--- config.mk ---
export PLATFORM = sky130hd
export DESIGN_NAME = syncpwm_top
export DESIGN_NICKNAME = d
export VERILOG_FILES = /design/src/rtl/syncpwm_pkg.sv /design/src/rtl/syncpwm_regs.sv /design/src/rtl/syncpwm_chan.sv /design/src/rtl/syncpwm_top.sv
export SDC_FILE = /design/constraint.sdc
export NUM_CORES = 1
export LEC_CHECK = 0
export ABC_AREA = 1
export BUFFER_PORTS_ARGS = -buffer_cell sky130_fd_sc_hd__buf_2
export CAP_MARGIN = 10
export CORE_MARGIN = 4
export CORE_UTILIZATION = 40
export DETAILED_ROUTE_END_ITERATION = 6
export PLACE_DENSITY = 0.56
export SLEW_MARGIN = 20
export SYNTH_ARGS = -nofsm -noshare
export SYNTH_HDL_FRONTEND = slang
export SYNTH_HIERARCHICAL = 1
export SYNTH_SLANG_ARGS = --single-unit
--- constraint.sdc ---
create_clock -name clk -period 2.01 [get_ports clk]
set_input_delay 0.1005 -clock clk [delete_from_list [all_inputs] [get_ports clk]]
set_output_delay 0.1005 -clock clk [all_outputs]
set_load 0.01 [all_outputs]
--- src/rtl/syncpwm_pkg.sv ---
package syncpwm_pkg;

  localparam int CTL_W = 6;
  localparam int NUM_REGS = 4;

  localparam int BIT_EN     = 0;
  localparam int BIT_INV    = 1;
  localparam int BIT_AUTO   = 2;
  localparam int BIT_STOP   = 3;
  localparam int BIT_RSTPRE = 4;
  localparam int BIT_RSTPER = 5;

  typedef enum logic [1:0] {
    SEL_CTL  = 2'd0,
    SEL_PRE  = 2'd1,
    SEL_PER  = 2'd2,
    SEL_DUTY = 2'd3
  } regSelT;

  typedef struct packed {
    logic duty;
    logic per;
    logic pre;
    logic ctl;
  } xferT;

endpackage

--- src/rtl/syncpwm_regs.sv ---
module syncpwm_regs
  import syncpwm_pkg::*;
#(
  parameter int NUM_CH   = 2,
  parameter int DEC_CH   = 4,
  parameter int PRE_W    = 10,
  parameter int PER_W    = 12,
  parameter int XFER_LAT = 2,
  parameter int ADDR_W   = 7,
  parameter int DATA_W   = 32
) (
  input  logic                             clk,
  input  logic                             rstN,
  input  logic                             busWe,
  input  logic [ADDR_W-1:0]                busAddr,
  input  logic [DATA_W-1:0]                busWdata,
  output logic [DATA_W-1:0]                busRdata,
  output xferT [NUM_CH-1:0]                xfer,
  output logic [NUM_CH-1:0][CTL_W-1:0]     ctlHold,
  output logic [NUM_CH-1:0][PRE_W-1:0]     preHold,
  output logic [NUM_CH-1:0][PER_W-1:0]     perHold,
  output logic [NUM_CH-1:0][PER_W-1:0]     dutyHold
);

  localparam int CH_IDX_W    = (DEC_CH > 1) ? $clog2(DEC_CH) : 1;
  localparam int STAT_OFS    = DEC_CH * 16;
  localparam int STAT_STRIDE = 8;
  localparam logic [XFER_LAT-1:0] EARLY_MASK = {XFER_LAT{1'b1}} >> 1;

  logic                statSel;
  logic                winSel;
  logic [CH_IDX_W-1:0] chIdx;
  logic [1:0]          regIdx;
  logic [DATA_W-1:0]   statusWord;

  logic [NUM_CH-1:0][NUM_REGS-1:0]               wrHit;
  logic [NUM_CH-1:0][NUM_REGS-1:0]               pending;
  logic [NUM_CH-1:0][NUM_REGS-1:0][XFER_LAT-1:0] pipeQ;

  logic unusedWdata;
  assign unusedWdata = ^busWdata[DATA_W-1:PER_W];

  assign statSel = (busAddr == ADDR_W'(STAT_OFS));
  assign winSel  = (busAddr <  ADDR_W'(STAT_OFS));
  assign chIdx   = busAddr[4 +: CH_IDX_W];
  assign regIdx  = busAddr[3:2];

  // write decode: only implemented channel windows produce a hit
  always_comb begin
    for (int c = 0; c < NUM_CH; c++) begin
      for (int r = 0; r < NUM_REGS; r++) begin
        wrHit[c][r] = busWe && winSel && (chIdx == CH_IDX_W'(c)) && (regIdx == 2'(r));
      end
    end
  end

  // holding copies
  always_ff @(posedge clk) begin
    if (!rstN) begin
      ctlHold  <= '0;
      preHold  <= '0;
      perHold  <= '0;
      dutyHold <= '0;
    end else begin
      for (int c = 0; c < NUM_CH; c++) begin
        if (wrHit[c][int'(SEL_CTL)])  ctlHold[c]  <= busWdata[CTL_W-1:0];
        if (wrHit[c][int'(SEL_PRE)])  preHold[c]  <= busWdata[PRE_W-1:0];
        if (wrHit[c][int'(SEL_PER)])  perHold[c]  <= busWdata[PER_W-1:0];
        if (wrHit[c][int'(SEL_DUTY)]) dutyHold[c] <= busWdata[PER_W-1:0];
      end
    end
  end

  // transfer pipeline and pending flags
  always_ff @(posedge clk) begin
    if (!rstN) begin
      pipeQ   <= '0;
      pending <= '0;
    end else begin
      for (int c = 0; c < NUM_CH; c++) begin
        for (int r = 0; r < NUM_REGS; r++) begin
          pipeQ[c][r] <= (pipeQ[c][r] << 1) | XFER_LAT'(wrHit[c][r]);
          if (wrHit[c][r]) begin
            pending[c][r] <= 1'b1;
          end else if (pipeQ[c][r][XFER_LAT-1] && !(|(pipeQ[c][r] & EARLY_MASK))) begin
            pending[c][r] <= 1'b0;
          end
        end
      end
    end
  end

  always_comb begin
    for (int c = 0; c < NUM_CH; c++) begin
      xfer[c].ctl  = pipeQ[c][int'(SEL_CTL)][XFER_LAT-1];
      xfer[c].pre  = pipeQ[c][int'(SEL_PRE)][XFER_LAT-1];
      xfer[c].per  = pipeQ[c][int'(SEL_PER)][XFER_LAT-1];
      xfer[c].duty = pipeQ[c][int'(SEL_DUTY)][XFER_LAT-1];
    end
  end

  always_comb begin
    statusWord = '0;
    for (int c = 0; c < NUM_CH; c++) begin
      for (int r = 0; r < NUM_REGS; r++) begin
        statusWord[c*STAT_STRIDE + r] = pending[c][r];
      end
    end
  end

  // read mux
  always_comb begin
    busRdata = '0;
    if (statSel) begin
      busRdata = statusWord;
    end else if (winSel) begin
      for (int c = 0; c < NUM_CH; c++) begin
        if (chIdx == CH_IDX_W'(c)) begin
          case (regSelT'(regIdx))
            SEL_CTL:  busRdata = DATA_W'(ctlHold[c]);
            SEL_PRE:  busRdata = DATA_W'(preHold[c]);
            SEL_PER:  busRdata = DATA_W'(perHold[c]);
            default:  busRdata = DATA_W'(dutyHold[c]);
          endcase
        end
      end
    end
  end

  for (genvar gc = 0; gc < NUM_CH; gc++) begin : g_chk_ch
    for (genvar gr = 0; gr < NUM_REGS; gr++) begin : g_chk_reg
      AST_PEND_ON_WRITE: assert property (@(posedge clk) disable iff (!rstN)
        wrHit[gc][gr] |=> pending[gc][gr]) else $error("pending not raised");
      AST_PEND_NEEDS_WRITE: assert property (@(posedge clk) disable iff (!rstN)
        $rose(pending[gc][gr]) |-> $past(busWe)) else $error("pending without write");
      AST_XFER_WHILE_PEND: assert property (@(posedge clk) disable iff (!rstN)
        pipeQ[gc][gr][XFER_LAT-1] |-> pending[gc][gr]) else $error("transfer with no pending");
    end
  end

endmodule

--- src/rtl/syncpwm_chan.sv ---
module syncpwm_chan
  import syncpwm_pkg::*;
#(
  parameter int PRE_W = 10,
  parameter int PER_W = 12
) (
  input  logic              clk,
  input  logic              rstN,
  input  xferT              xfer,
  input  logic [CTL_W-1:0]  ctlHold,
  input  logic [PRE_W-1:0]  preHold,
  input  logic [PER_W-1:0]  perHold,
  input  logic [PER_W-1:0]  dutyHold,
  output logic              pwmOut
);

  logic [CTL_W-1:0] ctlStg;
  logic [PRE_W-1:0] preStg, preAct, preCnt;
  logic [PER_W-1:0] perStg, perAct, perCnt;
  logic [PER_W-1:0] dutyStg, dutyAct;
  logic             running;

  logic en, inv, autoLd, stopImm;
  logic preEnd, wrapNow, applyNow, rawOn;

  logic unusedCtl;
  assign unusedCtl = ^ctlStg[BIT_RSTPER:BIT_RSTPRE];

  assign en      = ctlStg[BIT_EN];
  assign inv     = ctlStg[BIT_INV];
  assign autoLd  = ctlStg[BIT_AUTO];
  assign stopImm = ctlStg[BIT_STOP];

  assign preEnd   = (preCnt >= preAct);
  assign wrapNow  = running && preEnd && (perCnt >= perAct);
  assign applyNow = !autoLd || !running || wrapNow;

  // staged copies fed by the transfer strobes
  always_ff @(posedge clk) begin
    if (!rstN) begin
      ctlStg  <= '0;
      preStg  <= '0;
      perStg  <= '0;
      dutyStg <= '0;
    end else begin
      if (xfer.ctl)  ctlStg  <= ctlHold;
      if (xfer.pre)  preStg  <= preHold;
      if (xfer.per)  perStg  <= perHold;
      if (xfer.duty) dutyStg <= dutyHold;
    end
  end

  // active copies used by the counters
  always_ff @(posedge clk) begin
    if (!rstN) begin
      preAct  <= '0;
      perAct  <= '0;
      dutyAct <= '0;
    end else if (applyNow) begin
      preAct  <= preStg;
      perAct  <= perStg;
      dutyAct <= dutyStg;
    end
  end

  // prescaler and period counters
  always_ff @(posedge clk) begin
    if (!rstN) begin
      running <= 1'b0;
      preCnt  <= '0;
      perCnt  <= '0;
    end else if (!running) begin
      preCnt <= '0;
      perCnt <= '0;
      if (en) running <= 1'b1;
    end else if (!en && stopImm) begin
      running <= 1'b0;
      preCnt  <= '0;
      perCnt  <= '0;
    end else begin
      if (wrapNow) begin
        preCnt <= '0;
        perCnt <= '0;
        if (!en) running <= 1'b0;
      end else if (preEnd) begin
        preCnt <= '0;
        perCnt <= perCnt + 1'b1;
      end else begin
        preCnt <= preCnt + 1'b1;
      end
      if (xfer.ctl && ctlHold[BIT_RSTPRE]) preCnt <= '0;
      if (xfer.ctl && ctlHold[BIT_RSTPER]) perCnt <= '0;
    end
  end

  assign rawOn  = running && (perCnt < dutyAct);
  assign pwmOut = rawOn ^ inv;

  AST_IDLE_COUNTS_ZERO: assert property (@(posedge clk) disable iff (!rstN)
    !running |-> (preCnt == '0) && (perCnt == '0)) else $error("idle counters");
  AST_IDLE_LEVEL: assert property (@(posedge clk) disable iff (!rstN)
    !running |-> (pwmOut == inv)) else $error("idle level");
  AST_HOLD_TILL_WRAP: assert property (@(posedge clk) disable iff (!rstN)
    running && autoLd && !wrapNow |=> $stable(dutyAct) && $stable(perAct) && $stable(preAct))
    else $error("autoload applied mid-period");
  AST_STOP_NOW: assert property (@(posedge clk) disable iff (!rstN)
    running && !en && stopImm |=> !running) else $error("immediate stop late");
  AST_FINISH_PERIOD: assert property (@(posedge clk) disable iff (!rstN)
    running && !en && !stopImm && !wrapNow |=> running) else $error("graceful stop early");

endmodule

--- src/rtl/syncpwm_top.sv ---
module syncpwm_top
  import syncpwm_pkg::*;
#(
  parameter int NUM_CH   = 2,
  parameter int DEC_CH   = 4,
  parameter int PRE_W    = 10,
  parameter int PER_W    = 12,
  parameter int XFER_LAT = 2,
  parameter int ADDR_W   = 7,
  parameter int DATA_W   = 32
) (
  input  logic              clk,
  input  logic              rstN,
  input  logic              busWe,
  input  logic [ADDR_W-1:0] busAddr,
  input  logic [DATA_W-1:0] busWdata,
  output logic [DATA_W-1:0] busRdata,
  output logic [NUM_CH-1:0] pwmOut
);

  xferT [NUM_CH-1:0]             xferBus;
  logic [NUM_CH-1:0][CTL_W-1:0]  ctlHold;
  logic [NUM_CH-1:0][PRE_W-1:0]  preHold;
  logic [NUM_CH-1:0][PER_W-1:0]  perHold;
  logic [NUM_CH-1:0][PER_W-1:0]  dutyHold;

  syncpwm_regs #(
    .NUM_CH(NUM_CH), .DEC_CH(DEC_CH), .PRE_W(PRE_W), .PER_W(PER_W),
    .XFER_LAT(XFER_LAT), .ADDR_W(ADDR_W), .DATA_W(DATA_W)
  ) u_regs (
    .clk      (clk),
    .rstN     (rstN),
    .busWe    (busWe),
    .busAddr  (busAddr),
    .busWdata (busWdata),
    .busRdata (busRdata),
    .xfer     (xferBus),
    .ctlHold  (ctlHold),
    .preHold  (preHold),
    .perHold  (perHold),
    .dutyHold (dutyHold)
  );

  for (genvar gc = 0; gc < NUM_CH; gc++) begin : g_chan
    syncpwm_chan #(.PRE_W(PRE_W), .PER_W(PER_W)) u_chan (
      .clk      (clk),
      .rstN     (rstN),
      .xfer     (xferBus[gc]),
      .ctlHold  (ctlHold[gc]),
      .preHold  (preHold[gc]),
      .perHold  (perHold[gc]),
      .dutyHold (dutyHold[gc]),
      .pwmOut   (pwmOut[gc])
    );
  end

endmodule

==> results.txt <==
The flow ran to the end, but the final reports show violations. The final reports fail on setup timing. Fill cells in the final layout number 3483. The final HPWL from detailed placement is 25400 um, and the maximum resistive drop on vdd is 0.576 mV. In this run the critical register-to-register path is captured at g_chan[1].u_chan/perAct[0]$_SDFFE_PN0P_. In this run the worst hold path is classified as in2reg.

The area growth from synthesis to layout is 22.0%. The TritonCTS buffer count came out at 34. The tools report the worst setup path startpoint as g_chan[0].u_chan/perCnt[5]$_SDFFE_PP0P_. Number of top-level design ports: 76. The pin count of the biggest net entering global routing came out at 69. The run gives 2390 as the total instance count after detailed placement. At the later pin of the worst-skew pair, clock insertion delay measures 510 ps. For the final database, setup skew stands at 18.2 ps. By instance count, the leading cell after synthesis is sky130_fd_sc_hd__nand2_1. The tools report the number of core rows as 68.

The average size of a mapped cell is 7.16 sq um, and the post-detailed-route wirelength per cell is 15.3 um. The detailed router placed 12500 vias in this run. The maximum clock path buffer count was 3; the final clock period utilization by the worst path was 1.05. The run gives 6 as the total of warnings raised by yosys.

The clock transition time at the flip-flop clock pins of the worst setup and hold paths was 60 ps. The critical path startpoint category was a flop. The sequential element share of the synthesized area is 0.420, and the total of max-cap violations is 0. The first global-routing pass estimated 59000 um of wire. The critical path ends at pwmOut[0]. Worst-case headroom to the max-slew limit: 0.502. For the placeable core area, the log shows 34500 sq um. The worst endpoint data arrival time was 2010 ps.

Portion of synthesized cell area occupied by the leading cell type: 0.420. The initial core utilization was 0.405. The number of buffer cells added on primary ports is 35. The design area is 17100 sq um, and the overall fraction of global-route tracks in use is 0.186. The number of vias per cell works out to 5.02.

Kind of capture point of the worst setup path: a primary output. The logs give 78.1 ps for the minimum setup slack after placement and 0 for the total congestion overflow after global routing. The logs give 294 for the number of clock sinks and 0.00703 uW for the leakage dissipation.

The width of the die is 195 um. The dominant cell type by area after synthesis was sky130_fd_sc_hd__dfxtp_1. The final layout contains 2122 nets.

At the end of routability-driven placement, the weighted congestion stood at 0.915. The tools report the accumulated negative setup slack as -146 ps. The cell area after placement came out at 14700 sq um. The power density over the cells is 752 nW/um^2. Met2 wirelength from detailed routing: 17100 um. The measured slew at the worst slew-check pin was 748 ps.

Counting instances in the post-synthesis netlist gives the leading cell types as sky130_fd_sc_hd__nand2_1 (362), sky130_fd_sc_hd__dfxtp_1 (294), sky130_fd_sc_hd__nor2_1 (270), sky130_fd_sc_hd__a21oi_1 (203), sky130_fd_sc_hd__inv_1 (197). The final critical-path required period works out to 2110 ps. 0 antenna diodes ended up in the layout. Yosys mapped a number of flops with a built-in enable equal to 0. The cell area that synthesis handed to floorplanning was 14000 sq um. TritonCTS built the clock tree. The setup check on the worst reg-to-reg path leaves a slack of -20 ps. The aggregate routed wire length was 38000 um; the length of the first detailed-routing pass in iterations was 5. The logs give 32 for the number of unique standard cell types used by synthesis and 1955 for the cell count after synthesis.

The initial antenna violation count came out at 0. The worst-case setup margin in the final layout is -100 ps. The synthesized design contains 294 register bits. The root buffer cell chosen for the clock tree is sky130_fd_sc_hd__clkbuf_16. For this block, wires on met1 add up to 18000 um.

For the number of setup violations in the final report, the log shows 4. The most instantiated flip-flop cell in the synthesis netlist was sky130_fd_sc_hd__dfxtp_1. After detailed routing, the number of remaining DRC violations is 0. The first-iteration detailed-routing DRC count came out at 895. Setup repair after global routing could not meet its margin everywhere. The proportion of register bits with asynchronous set or reset after synthesis came out at 0. The highest routing layer actually used was met4.

The maximum clock rate is 0.474 GHz, and the max-slew violation count is 0. The number of cells on the worst reg-to-reg path is 13. In this run the number of H-tree levels came out at 2. The run gives 2484 as the count of placed standard cells in the final layout, fillers left out. The tools report the area enclosed by the die boundary as 38100 sq um. Count of antenna-violating nets left after detailed routing: 0. The tools report the via count of the first global-routing pass as 11300. The worst register-to-register path begins at g_chan[1].u_chan/perCnt[9]$_SDFFE_PP0P_. The final hold violation count is 0, and the instance count along the most critical hold path is 3. The ratio of cells with drive above 1 in the final layout is 0.175, and the height of the die is 195 um. In this run the worst path has a maximum fanout of 4. The critical path in this run is classified as reg2out. The sum of met3 wire segment lengths after detailed routing is 2160 um. In the post-synthesis netlist, the biggest area contributors are sky130_fd_sc_hd__dfxtp_1 (42%), sky130_fd_sc_hd__nand2_1 (9.7%), sky130_fd_sc_hd__a21oi_1 (7.3%).

For the worst hold slack, the log shows 21.6 ps. The critical path data required time was 1910 ps.
## area by class of cell
cell class | count | area (sq um) | share of cell area
well taps | 455 | 569 | 0.0333
inverters | 207 | 781 | 0.0457
flip-flops and latches | 294 | 5930 | 0.347
clock inverters | 10 | 204 | 0.0119
repair inverters | 1 | 7.51 | 0.000439
repair buffers | 126 | 1240 | 0.0726
clock buffers | 45 | 953 | 0.0558
multi-input cells | 1346 | 7400 | 0.433
## cell families after synthesis
kind of cell               share of synthesized area
AOI/OAI and AO/OA                              0.141
other                                       0.000268
xor gates and xnor gates                      0.0150
buffers and inverters                          0.104
adders and majority gates                     0.0626
and+or+nand+nor                                0.257
DFF                                            0.420
## where the power goes
group          switching [uW]  total (uW)  internal (uW)  leakage (uW)
clock network            2370        6460           4080      0.000568
logic                     363         511            148       0.00408
registers                22.2        5870           5850       0.00238
total                    2760       12800          10100       0.00703
## registers in the layout, summed over array words and instances, names as in the netlist
signal,count
u_regs/preHold,20
g_chan.u_chan/perStg,24
g_chan.u_chan/preAct,20
u_regs/pipeQ,8
g_chan.u_chan/perAct,24
u_regs/pending,8
u_regs/perHold,24
g_chan.u_chan/dutyStg,24
g_chan.u_chan/preCnt,20
g_chan.u_chan/perCnt,24
g_chan.u_chan/dutyAct,24
g_chan.u_chan/preStg,20
u_regs/xfer,8
u_regs/dutyHold,24
u_regs/ctlHold,12
g_chan.u_chan/running,2
g_chan.u_chan/ctlStg,8
## worst max-delay path, cell delays in order (launching register included)
cell                      delay [ps]
sky130_fd_sc_hd__dfxtp_2         320
sky130_fd_sc_hd__buf_4           150
sky130_fd_sc_hd__ha_4            250
sky130_fd_sc_hd__a21oi_4         150
sky130_fd_sc_hd__o21ai_2          70
sky130_fd_sc_hd__a21oi_2         130
sky130_fd_sc_hd__nand3_2         110
sky130_fd_sc_hd__xor2_2          170
sky130_fd_sc_hd__buf_2           160
## layout by cell type (no fill, tap or decap), types with 5 or more instances in the layout
cell,netlist,final
sky130_fd_sc_hd__inv_1,197,186
sky130_fd_sc_hd__nand2_1,362,350
sky130_fd_sc_hd__o211ai_1,5,5
sky130_fd_sc_hd__nand2_2,5,13
sky130_fd_sc_hd__xor2_1,16,15
sky130_fd_sc_hd__ha_4,0,18
sky130_fd_sc_hd__a21oi_4,0,7
sky130_fd_sc_hd__ha_1,70,50
sky130_fd_sc_hd__xnor2_1,8,8
sky130_fd_sc_hd__nor2_1,270,261
sky130_fd_sc_hd__nand3_1,177,150
sky130_fd_sc_hd__inv_2,8,18
sky130_fd_sc_hd__nor2_2,5,12
sky130_fd_sc_hd__nor3_1,23,18
sky130_fd_sc_hd__o21ai_0,139,133
sky130_fd_sc_hd__buf_2,34,34
sky130_fd_sc_hd__conb_1,1,20
sky130_fd_sc_hd__a21oi_2,20,42
sky130_fd_sc_hd__buf_6,4,11
sky130_fd_sc_hd__dfxtp_2,0,16
sky130_fd_sc_hd__dfxtp_4,0,6
sky130_fd_sc_hd__clkbuf_1,54,6
sky130_fd_sc_hd__nand3_2,0,28
sky130_fd_sc_hd__a21oi_1,203,174
sky130_fd_sc_hd__dlygate4sd3_1,0,8
sky130_fd_sc_hd__bufinv_16,0,6
sky130_fd_sc_hd__dfxtp_1,294,272
sky130_fd_sc_hd__buf_12,0,13
sky130_fd_sc_hd__buf_4,35,50
sky130_fd_sc_hd__clkbuf_16,0,43
## worst min-delay path by stage
stage | endpoint | startpoint
2_1_floorplan | busRdata[6] | busAddr[6]
3_3_place_gp | u_regs/xfer[6]$_SDFF_PN0_ | u_regs/pipeQ[12]$_SDFF_PN0_
3_5_place_dp | u_regs/xfer[3]$_SDFF_PN0_ | u_regs/pipeQ[6]$_SDFF_PN0_
4_1_cts | u_regs/preHold[0]$_SDFFE_PN0P_ | busWdata[0]
5_1_grt | u_regs/preHold[3]$_SDFFE_PN0P_ | busWdata[3]
6_report | u_regs/preHold[0]$_SDFFE_PN0P_ | busWdata[0]
## per-layer routing
metal | GRT usage | vias to the layer above
met5 | 0 | -
met4 | 0.0455 | 0
met3 | 0.0302 | 46
met2 | 0.296 | 301
met1 | 0.266 | 5736
li1 | - | 6380
## per-stage QoR
step | utilization | power (uW)
floorplan | - | 6330
global placement | 0.425 | 6480
detailed placement | 0.425 | 6480
CTS | 0.468 | 13000
global route | 0.495 | 13300
finish | 0.495 | 12800
## what timing repair did
action	CTS	global route
endpoints found under the hold margin	27	0
pin swaps	16	59
cloned	0	12
setup endpoints to repair	2	88
setup buffers	6	19
resized for setup	62	117
hold buffers	8	0
(Power assumes the default switching activity.)
